**src/rtl/sdclk_pkg.sv**
```systemverilog
package sdclk_pkg;

    localparam int DIV_W  = 12;
    localparam int MODE_W = 2;
    localparam int CNT_W  = DIV_W + 1;
    localparam int PER_W  = 2;

    localparam logic [MODE_W-1:0] MODE_PASS = MODE_W'(1);

    typedef struct packed {
        logic [MODE_W-1:0] mode;
        logic [DIV_W-1:0]  div;
    } clk_sel_t;

    localparam clk_sel_t SEL_RESET = '{mode: '0, div: '0};

    function automatic logic is_pass(clk_sel_t s);
        return s.mode == MODE_PASS;
    endfunction

    // source cycles per output half period in a divided mode
    function automatic logic [CNT_W-1:0] half_len(clk_sel_t s);
        if (s.div == '0)
            return CNT_W'(1);
        return {s.div, 1'b0};
    endfunction

endpackage

```
**src/rtl/sdclk_cfg_track.sv**
```systemverilog
module sdclk_cfg_track
    import sdclk_pkg::*;
#(
    parameter int CFG_W    = 32,
    parameter int DIV_LSB  = 8,
    parameter int MODE_LSB = DIV_LSB + DIV_W
) (
    input  logic             clk,
    input  logic             rst,
    input  logic             we,
    input  logic [CFG_W-1:0] wdata,
    input  clk_sel_t         act,
    input  logic             apply,
    output clk_sel_t         pend,
    output logic             pend_valid,
    output logic             chg
);

    clk_sel_t wr_sel;
    clk_sel_t req_sel;

    always_comb begin
        wr_sel.mode = wdata[MODE_LSB +: MODE_W];
        wr_sel.div  = wdata[DIV_LSB +: DIV_W];
        req_sel     = pend_valid ? pend : act;
        chg         = we && (wr_sel != req_sel);
    end

    always_ff @(posedge clk) begin
        if (rst) begin
            pend       <= SEL_RESET;
            pend_valid <= 1'b0;
        end else if (chg) begin
            pend       <= wr_sel;
            pend_valid <= 1'b1;
        end else if (apply) begin
            pend_valid <= 1'b0;
        end
    end


    pend_hold_chk: assert property (@(posedge clk) disable iff (rst)
        (pend_valid && !chg && !apply) |=> $stable(pend));


    chg_pend_chk: assert property (@(posedge clk) disable iff (rst)
        chg |=> pend_valid);

endmodule

```
**src/rtl/sdclk_div_core.sv**
```systemverilog
module sdclk_div_core
    import sdclk_pkg::*;
(
    input  logic     clk,
    input  logic     rst,
    input  clk_sel_t pend,
    input  logic     pend_valid,
    output clk_sel_t act,
    output logic     div_q,
    output logic     apply,
    output logic     period_end
);

    logic [CNT_W-1:0] cnt_q;
    logic [CNT_W-1:0] half;
    logic             pass;
    logic             last;
    logic             fall_pt;

    always_comb begin
        half       = half_len(act);
        pass       = is_pass(act);
        last       = (cnt_q == half - CNT_W'(1));
        fall_pt    = pass || (div_q && last);
        apply      = pend_valid && fall_pt;
        period_end = fall_pt && !apply;
    end

    always_ff @(posedge clk) begin
        if (rst) begin
            act   <= SEL_RESET;
            div_q <= 1'b0;
            cnt_q <= '0;
        end else if (apply) begin
            act   <= pend;
            div_q <= 1'b0;
            cnt_q <= '0;
        end else if (pass) begin
            div_q <= 1'b0;
            cnt_q <= '0;
        end else if (last) begin
            div_q <= ~div_q;
            cnt_q <= '0;
        end else begin
            cnt_q <= cnt_q + CNT_W'(1);
        end
    end


    apply_low_chk: assert property (@(posedge clk) disable iff (rst)
        apply |=> (!div_q && cnt_q == '0));


    cnt_range_chk: assert property (@(posedge clk) disable iff (rst)
        !pass |-> (cnt_q < half));

endmodule

```
**src/rtl/sdclk_stable_mon.sv**
```systemverilog
module sdclk_stable_mon
    import sdclk_pkg::*;
(
    input  logic clk,
    input  logic rst,
    input  logic apply,
    input  logic period_end,
    input  logic chg,
    input  logic pend_valid,
    output logic stable
);

    logic [PER_W-1:0] per_q;
    logic [PER_W-1:0] per_n;
    logic             pend_n;

    always_comb begin
        pend_n = chg || (pend_valid && !apply);
        if (apply)
            per_n = '0;
        else if (period_end && per_q != PER_W'(2))
            per_n = per_q + PER_W'(1);
        else
            per_n = per_q;
    end

    always_ff @(posedge clk) begin
        if (rst) begin
            per_q  <= PER_W'(1);
            stable <= 1'b0;
        end else begin
            per_q  <= per_n;
            stable <= !pend_n && (per_n == PER_W'(2));
        end
    end


    stable_pend_chk: assert property (@(posedge clk) disable iff (rst)
        pend_valid |-> !stable);


    stable_apply_chk: assert property (@(posedge clk) disable iff (rst)
        apply |=> !stable);

endmodule

```
**src/rtl/sdclk_divider.sv**
```systemverilog
module sdclk_divider
    import sdclk_pkg::*;
#(
    parameter int CFG_W    = 32,
    parameter int DIV_LSB  = 8,
    parameter int MODE_LSB = DIV_LSB + DIV_W
) (
    input  logic             clk,
    input  logic             rst,
    input  logic             cfg_we,
    input  logic [CFG_W-1:0] cfg_wdata,
    output logic             card_clk,
    output logic             clk_stable
);

    clk_sel_t act;
    clk_sel_t pend;
    logic     pend_valid;
    logic     chg;
    logic     apply;
    logic     period_end;
    logic     div_q;
    logic     pass_sel;

    sdclk_cfg_track #(
        .CFG_W   (CFG_W),
        .DIV_LSB (DIV_LSB),
        .MODE_LSB(MODE_LSB)
    ) u_track (
        .clk       (clk),
        .rst       (rst),
        .we        (cfg_we),
        .wdata     (cfg_wdata),
        .act       (act),
        .apply     (apply),
        .pend      (pend),
        .pend_valid(pend_valid),
        .chg       (chg)
    );

    sdclk_div_core u_core (
        .clk       (clk),
        .rst       (rst),
        .pend      (pend),
        .pend_valid(pend_valid),
        .act       (act),
        .div_q     (div_q),
        .apply     (apply),
        .period_end(period_end)
    );

    sdclk_stable_mon u_stable (
        .clk       (clk),
        .rst       (rst),
        .apply     (apply),
        .period_end(period_end),
        .chg       (chg),
        .pend_valid(pend_valid),
        .stable    (clk_stable)
    );

    // output select changes only while the source is low and div_q is low
    always_ff @(negedge clk) begin
        if (rst)
            pass_sel <= 1'b0;
        else
            pass_sel <= is_pass(act);
    end

    assign card_clk = pass_sel ? clk : div_q;


    rst_stable_chk: assert property (@(posedge clk) disable iff (rst)
        $past(rst) |-> !clk_stable);

endmodule

```
**config.mk**
```make
export PLATFORM = sky130hd
export DESIGN_NAME = sdclk_divider
export DESIGN_NICKNAME = d
export VERILOG_FILES = /design/src/rtl/sdclk_pkg.sv /design/src/rtl/sdclk_cfg_track.sv /design/src/rtl/sdclk_div_core.sv /design/src/rtl/sdclk_stable_mon.sv /design/src/rtl/sdclk_divider.sv
export SDC_FILE = /design/constraint.sdc
export NUM_CORES = 1
export LEC_CHECK = 0
export ABC_AREA = 1
export BUFFER_PORTS_ARGS = -buffer_cell sky130_fd_sc_hd__buf_2
export CORE_AREA = 2 2 90 92
export CTS_CLUSTER_SIZE = 20
export DETAILED_ROUTE_END_ITERATION = 8
export DIE_AREA = 0 0 92 94
export GPL_TIMING_DRIVEN = 0
export PLACE_DENSITY = 0.59
export SLEW_MARGIN = 20
export SYNTH_ARGS = -nofsm -noshare
export SYNTH_HDL_FRONTEND = slang
export SYNTH_SLANG_ARGS = --single-unit
```
**constraint.sdc**
```tcl
create_clock -name clk -period 2.2 [get_ports clk]
set_input_delay 0 -clock clk [delete_from_list [all_inputs] [get_ports clk]]
set_output_delay 0 -clock clk [all_outputs]
set_load 0.005 [all_outputs]
```
======== Word level (Yosys, flattened, before mapping) ========
Index checks and enable logic that the tools add are counted.
storage, ports and cells
  bits in registers ....................... 47
  output and inout port bits .............. 2
  bits of input ports ..................... 35
  logic and storage cells ................. 43
cells by class
  mux-type cells .......................... 9
  bitwise gates (word level) .............. 1
  equality and inequality tests ........... 5
  reductions and logical operators ........ 15
  add/sub/neg operators ................... 3
operator list
  cell                   count
  $mux 13                2
  $mux 14                1
  $ne 14x14->1           1
  $add 13x1->13 const B  1
  $eq 13x13->1           1
  $sub 13x1->13 const B  1
  $logic_not 12->1       1
  $logic_and 1x1->1      7
  $mux 1                 4
  $mux 2                 2
  $reduce_or 4->1        1
  $reduce_or 3->1        1
  $add 2x1->2 const B    1
  $eq 2x1->1 const B     1
  $eq 2x2->1 const B     1
  $logic_not 1->1        2
  $logic_or 1x1->1       2
  $ne 2x2->1 const B     1
  $reduce_bool 2->1      1
  $not 1->1              1

======== Depth between registers and ports, before layout ========
  depth after elaboration ................. 15
  depth in mapped cells ................... 17
  depth with buffers taken out ............ 17

======== Modules after synthesis ========
A second synthesis with hierarchy kept.
unflattened totals
  cells, all modules ...................... 517
  area, all modules ....................... 3,116.7 µm²
modules (own cells, without submodules)
  module            cells each  sequential area each (µm²)  times used  area an instance (µm²)
  sdclk_div_core    277         560.5                       1           1,735.4
  sdclk_cfg_track   208         300.3                       1           1,178.6
  sdclk_stable_mon  23          60.1                        1           150.1
  sdclk_divider     9           20.0                        1           52.6

==> impl_metrics.tcl <==
set metrics [dict create \
    regToRegSetupSlack_ns 0.05 \
    path_class "flip-flop to flip-flop" \
    synth_top_family_by_area "simple AND/OR/NAND/NOR gates" \
    grt_pass1_wl_mm 10.87 \
    ys.warnings.count 0 \
    crit_chain "nor2_4, nand2_4, nor2_8, nand2_4, nand3b_1, nand2_1, nand3b_1, nor2_4, nand4_4, nand2_4, buf_4, nand3b_1, nand2_2, nand3_2, nor2_2" \
    firstDrtPassIters 4 \
    grt_pass1_vias 2350 \
    crit_required_ns 2.55 \
    cap_violations 0 \
    status "completed" \
    antennaDiodeCount 0 \
    drc_errors 0 \
    crit_path_top_delay_cell "dfxtp_2" \
    place_hpwl_mm 4.540 \
    fp.dieW_um 92 \
    ys_seq_area_frac 0.3610 \
    setup_viol 0 \
    yosys.area_share.simple 0.3159 \
    die-area_um2 8648 \
    wl_met2_mm 3.246 \
    setup_ws_ns 0.04977 \
    cts_tree "yes" \
    area_growth_pct 30.72 \
    synth_adder_area_share 0.009602 \
    synth_cells 374 \
    start_util 0.3426 \
    wl_met1_mm 2.971 \
    avgSynthCellArea_um2 6.969 \
    final_max_slew_viol_count 0 \
    wl_per_cell_um 12.37 \
    synth_compound_area_frac 0.1618 \
    num_vias 2478 \
    rsz0062_at_grt "true" \
    syn-num-nets 411 \
    grt_max_degree 17 \
    synthMuxAreaShare 0 \
    skew_ns 0.05513 \
    reg2reg_from "u_core.act[3]" \
    port_buffers 18 \
    overflow 0 \
    worstSetupEndpointType "flip-flop" \
    ios 37 \
    gp_congestion 0.8232 \
    synth.largest_area_cell "dfxtp_1" \
    wirelength_mm 6.517 \
    drive_above_1_share 0.2424 \
    synth-xor-area-share 0.06385 \
    synthesis.area_um2 2606 \
    min_path_type "primary input to flip-flop" \
    critPathLaunch "u_core.act[3]" \
    dp_slack_ns -0.2145 \
    timing.fmax_mhz 465.1 \
    clkTransAtPathRegs_ns 0.10 \
    track_usage 0.1606 \
    dr_wl_met3_um 231 \
    slew_headroom 0.4430 \
    ys_types 32 \
    ys_top_cells_by_area "dfxtp_1 (36%), nand2_1 (9.4%), o21ai_0 (9.2%)" \
    clk_latency_ns 0.48 \
    min_period_ns 2.150 \
    worstReg2RegEnd "u_stable.stable" \
    ys_ff_latch 47 \
    core_area_um2 7607 \
    path_max_fanout 8 \
    worst_r2r_path_depth 15 \
    antenna_left 0 \
    min_period_over_period 0.9774 \
    critPathArrivalTime_ns 2.50 \
    die_h_um 94 \
    synth_top_cell_area_share 0.3610 \
    rows 32 \
    nNetsFinal 461 \
    final-hold-violation-count 0 \
    viasPerCell 4.702 \
    first_iter_violations 86 \
    cp-start-kind "flip-flop" \
    top_layer "met4" \
    critPathMaxStageDelay_ns 0.37 \
    cp-endpoint "u_stable.stable" \
    worstMarginPinSlew_ns 0.8279 \
    antenna_found_initial 0 \
]
-- placed cells by master, fill, tap and decap left out, types with 6 or more instances in the layout --
cell type and instances:
dfxtp_2 7, nand2_1 60, inv_1 42, a21oi_2 11, buf_4 7, nand3_1 15, nor2_4 9, clkbuf_8 8
buf_2 20, o21ai_0 33, a21oi_1 11, nor3b_1 6, nor2_1 47, dlygate4sd3_1 15, xnor2_1 8, dfxtp_1 38
o21ai_1 13, xor2_1 11
-- worst max-delay path, delay by kind of cell, from the launching register on --
| kind | cells | cell delay [ns] |
|---|---|---|
| flops | 1 | 0.37 |
| simple gates | 14 | 1.58 |
| buf+inv | 1 | 0.12 |
-- cell families (layout without fill, tap and decap cells) --
family | Yosys count | count (layout)
buffers and inverters | 55 | 106
DFF | 47 | 47
AOI/OAI and AO/OA | 79 | 79
adders and majority gates | 2 | 2
xor gates and xnor gates | 19 | 19
and+or+nand+nor | 172 | 172
-- cells in the mapped netlist, drive strengths merged --
library cell	count
a21oi	22
nor3b	6
o211ai	2
nor2	59
nor3	3
nand3	20
buf	7
ha	2
nand3b	4
inv	42
o21ai	52
nand4	6
nor4	4
xnor2	8
dfxtp	47
nand2	70
clkbuf	4
a31oi	1
xor2	11
clkinv	2
a211oi	2
-- state kept, by name, indices dropped and copies added (netlist names) --
register            flops
u_stable.stable         1
u_core.cnt_q           13
u_track.pend_valid      1
u_core.act             14
u_track.pend           14
u_core.div_q            1
pass_sel                1
u_stable.per_q          2
-- metal layers --
metal / GRT usage / up-vias
li1: - / 1316
met1: 0.1898 / 1116
met2: 0.2770 / 38
met3: 0.04093 / 8
met4: 0.06716 / 0
met5: 0 / -
-- final cells by class --
class,count,area (um2)
Multi-Input combinational cell,272,1604
Tap cell,102,127.6
Buffer,11,91.34
Clock buffer,9,115.1
Timing Repair Buffer,39,322.8
Clock inverter,4,26.28
Fill cell,793,4200
Sequential cell,47,957.2
Inverter,43,162.7
-- per-stage QoR --
stage          hold slack (ns)  instance area, um2  setup TNS, ns    util  std cells
2_1_floorplan          0.06907                2606              0       -        374
3_3_place_gp            0.1739                2824         -2.781  0.3712        494
3_5_place_dp            0.1739                2824         -4.578  0.3712        494
4_1_cts                0.07738                3173              0  0.4171        524
5_1_grt                 0.1411                3407         -1.031  0.4479        527
6_report               0.07689                3407              0  0.4479        527
-- timing repair --
action	CTS	global route
pin swaps	6	23
setup endpoints to repair	42	45
buffers inserted	4	1
hold buffers	15	0
hold endpoints to repair	19	0
resized for setup	15	65
cloned	0	2
-- worst min path at each step --
| stage | startpoint | end | cells past startpoint |
|---|---|---|---|
| after detailed placement | clk | card_clk | 3 |
| after CTS | cfg_we | u_track.pend[12] | 5 |
| final | cfg_we | u_track.pend[12] | 5 |
| after global routing | cfg_we | u_track.pend[13] | 5 |
| after global placement | clk | card_clk | 3 |
| after floorplan | rst | u_core.act[3] | 1 |
Power is left out: the tool's default activity adds up to more than one toggle a clock period on the data nets, which glitch-free logic cannot reach.
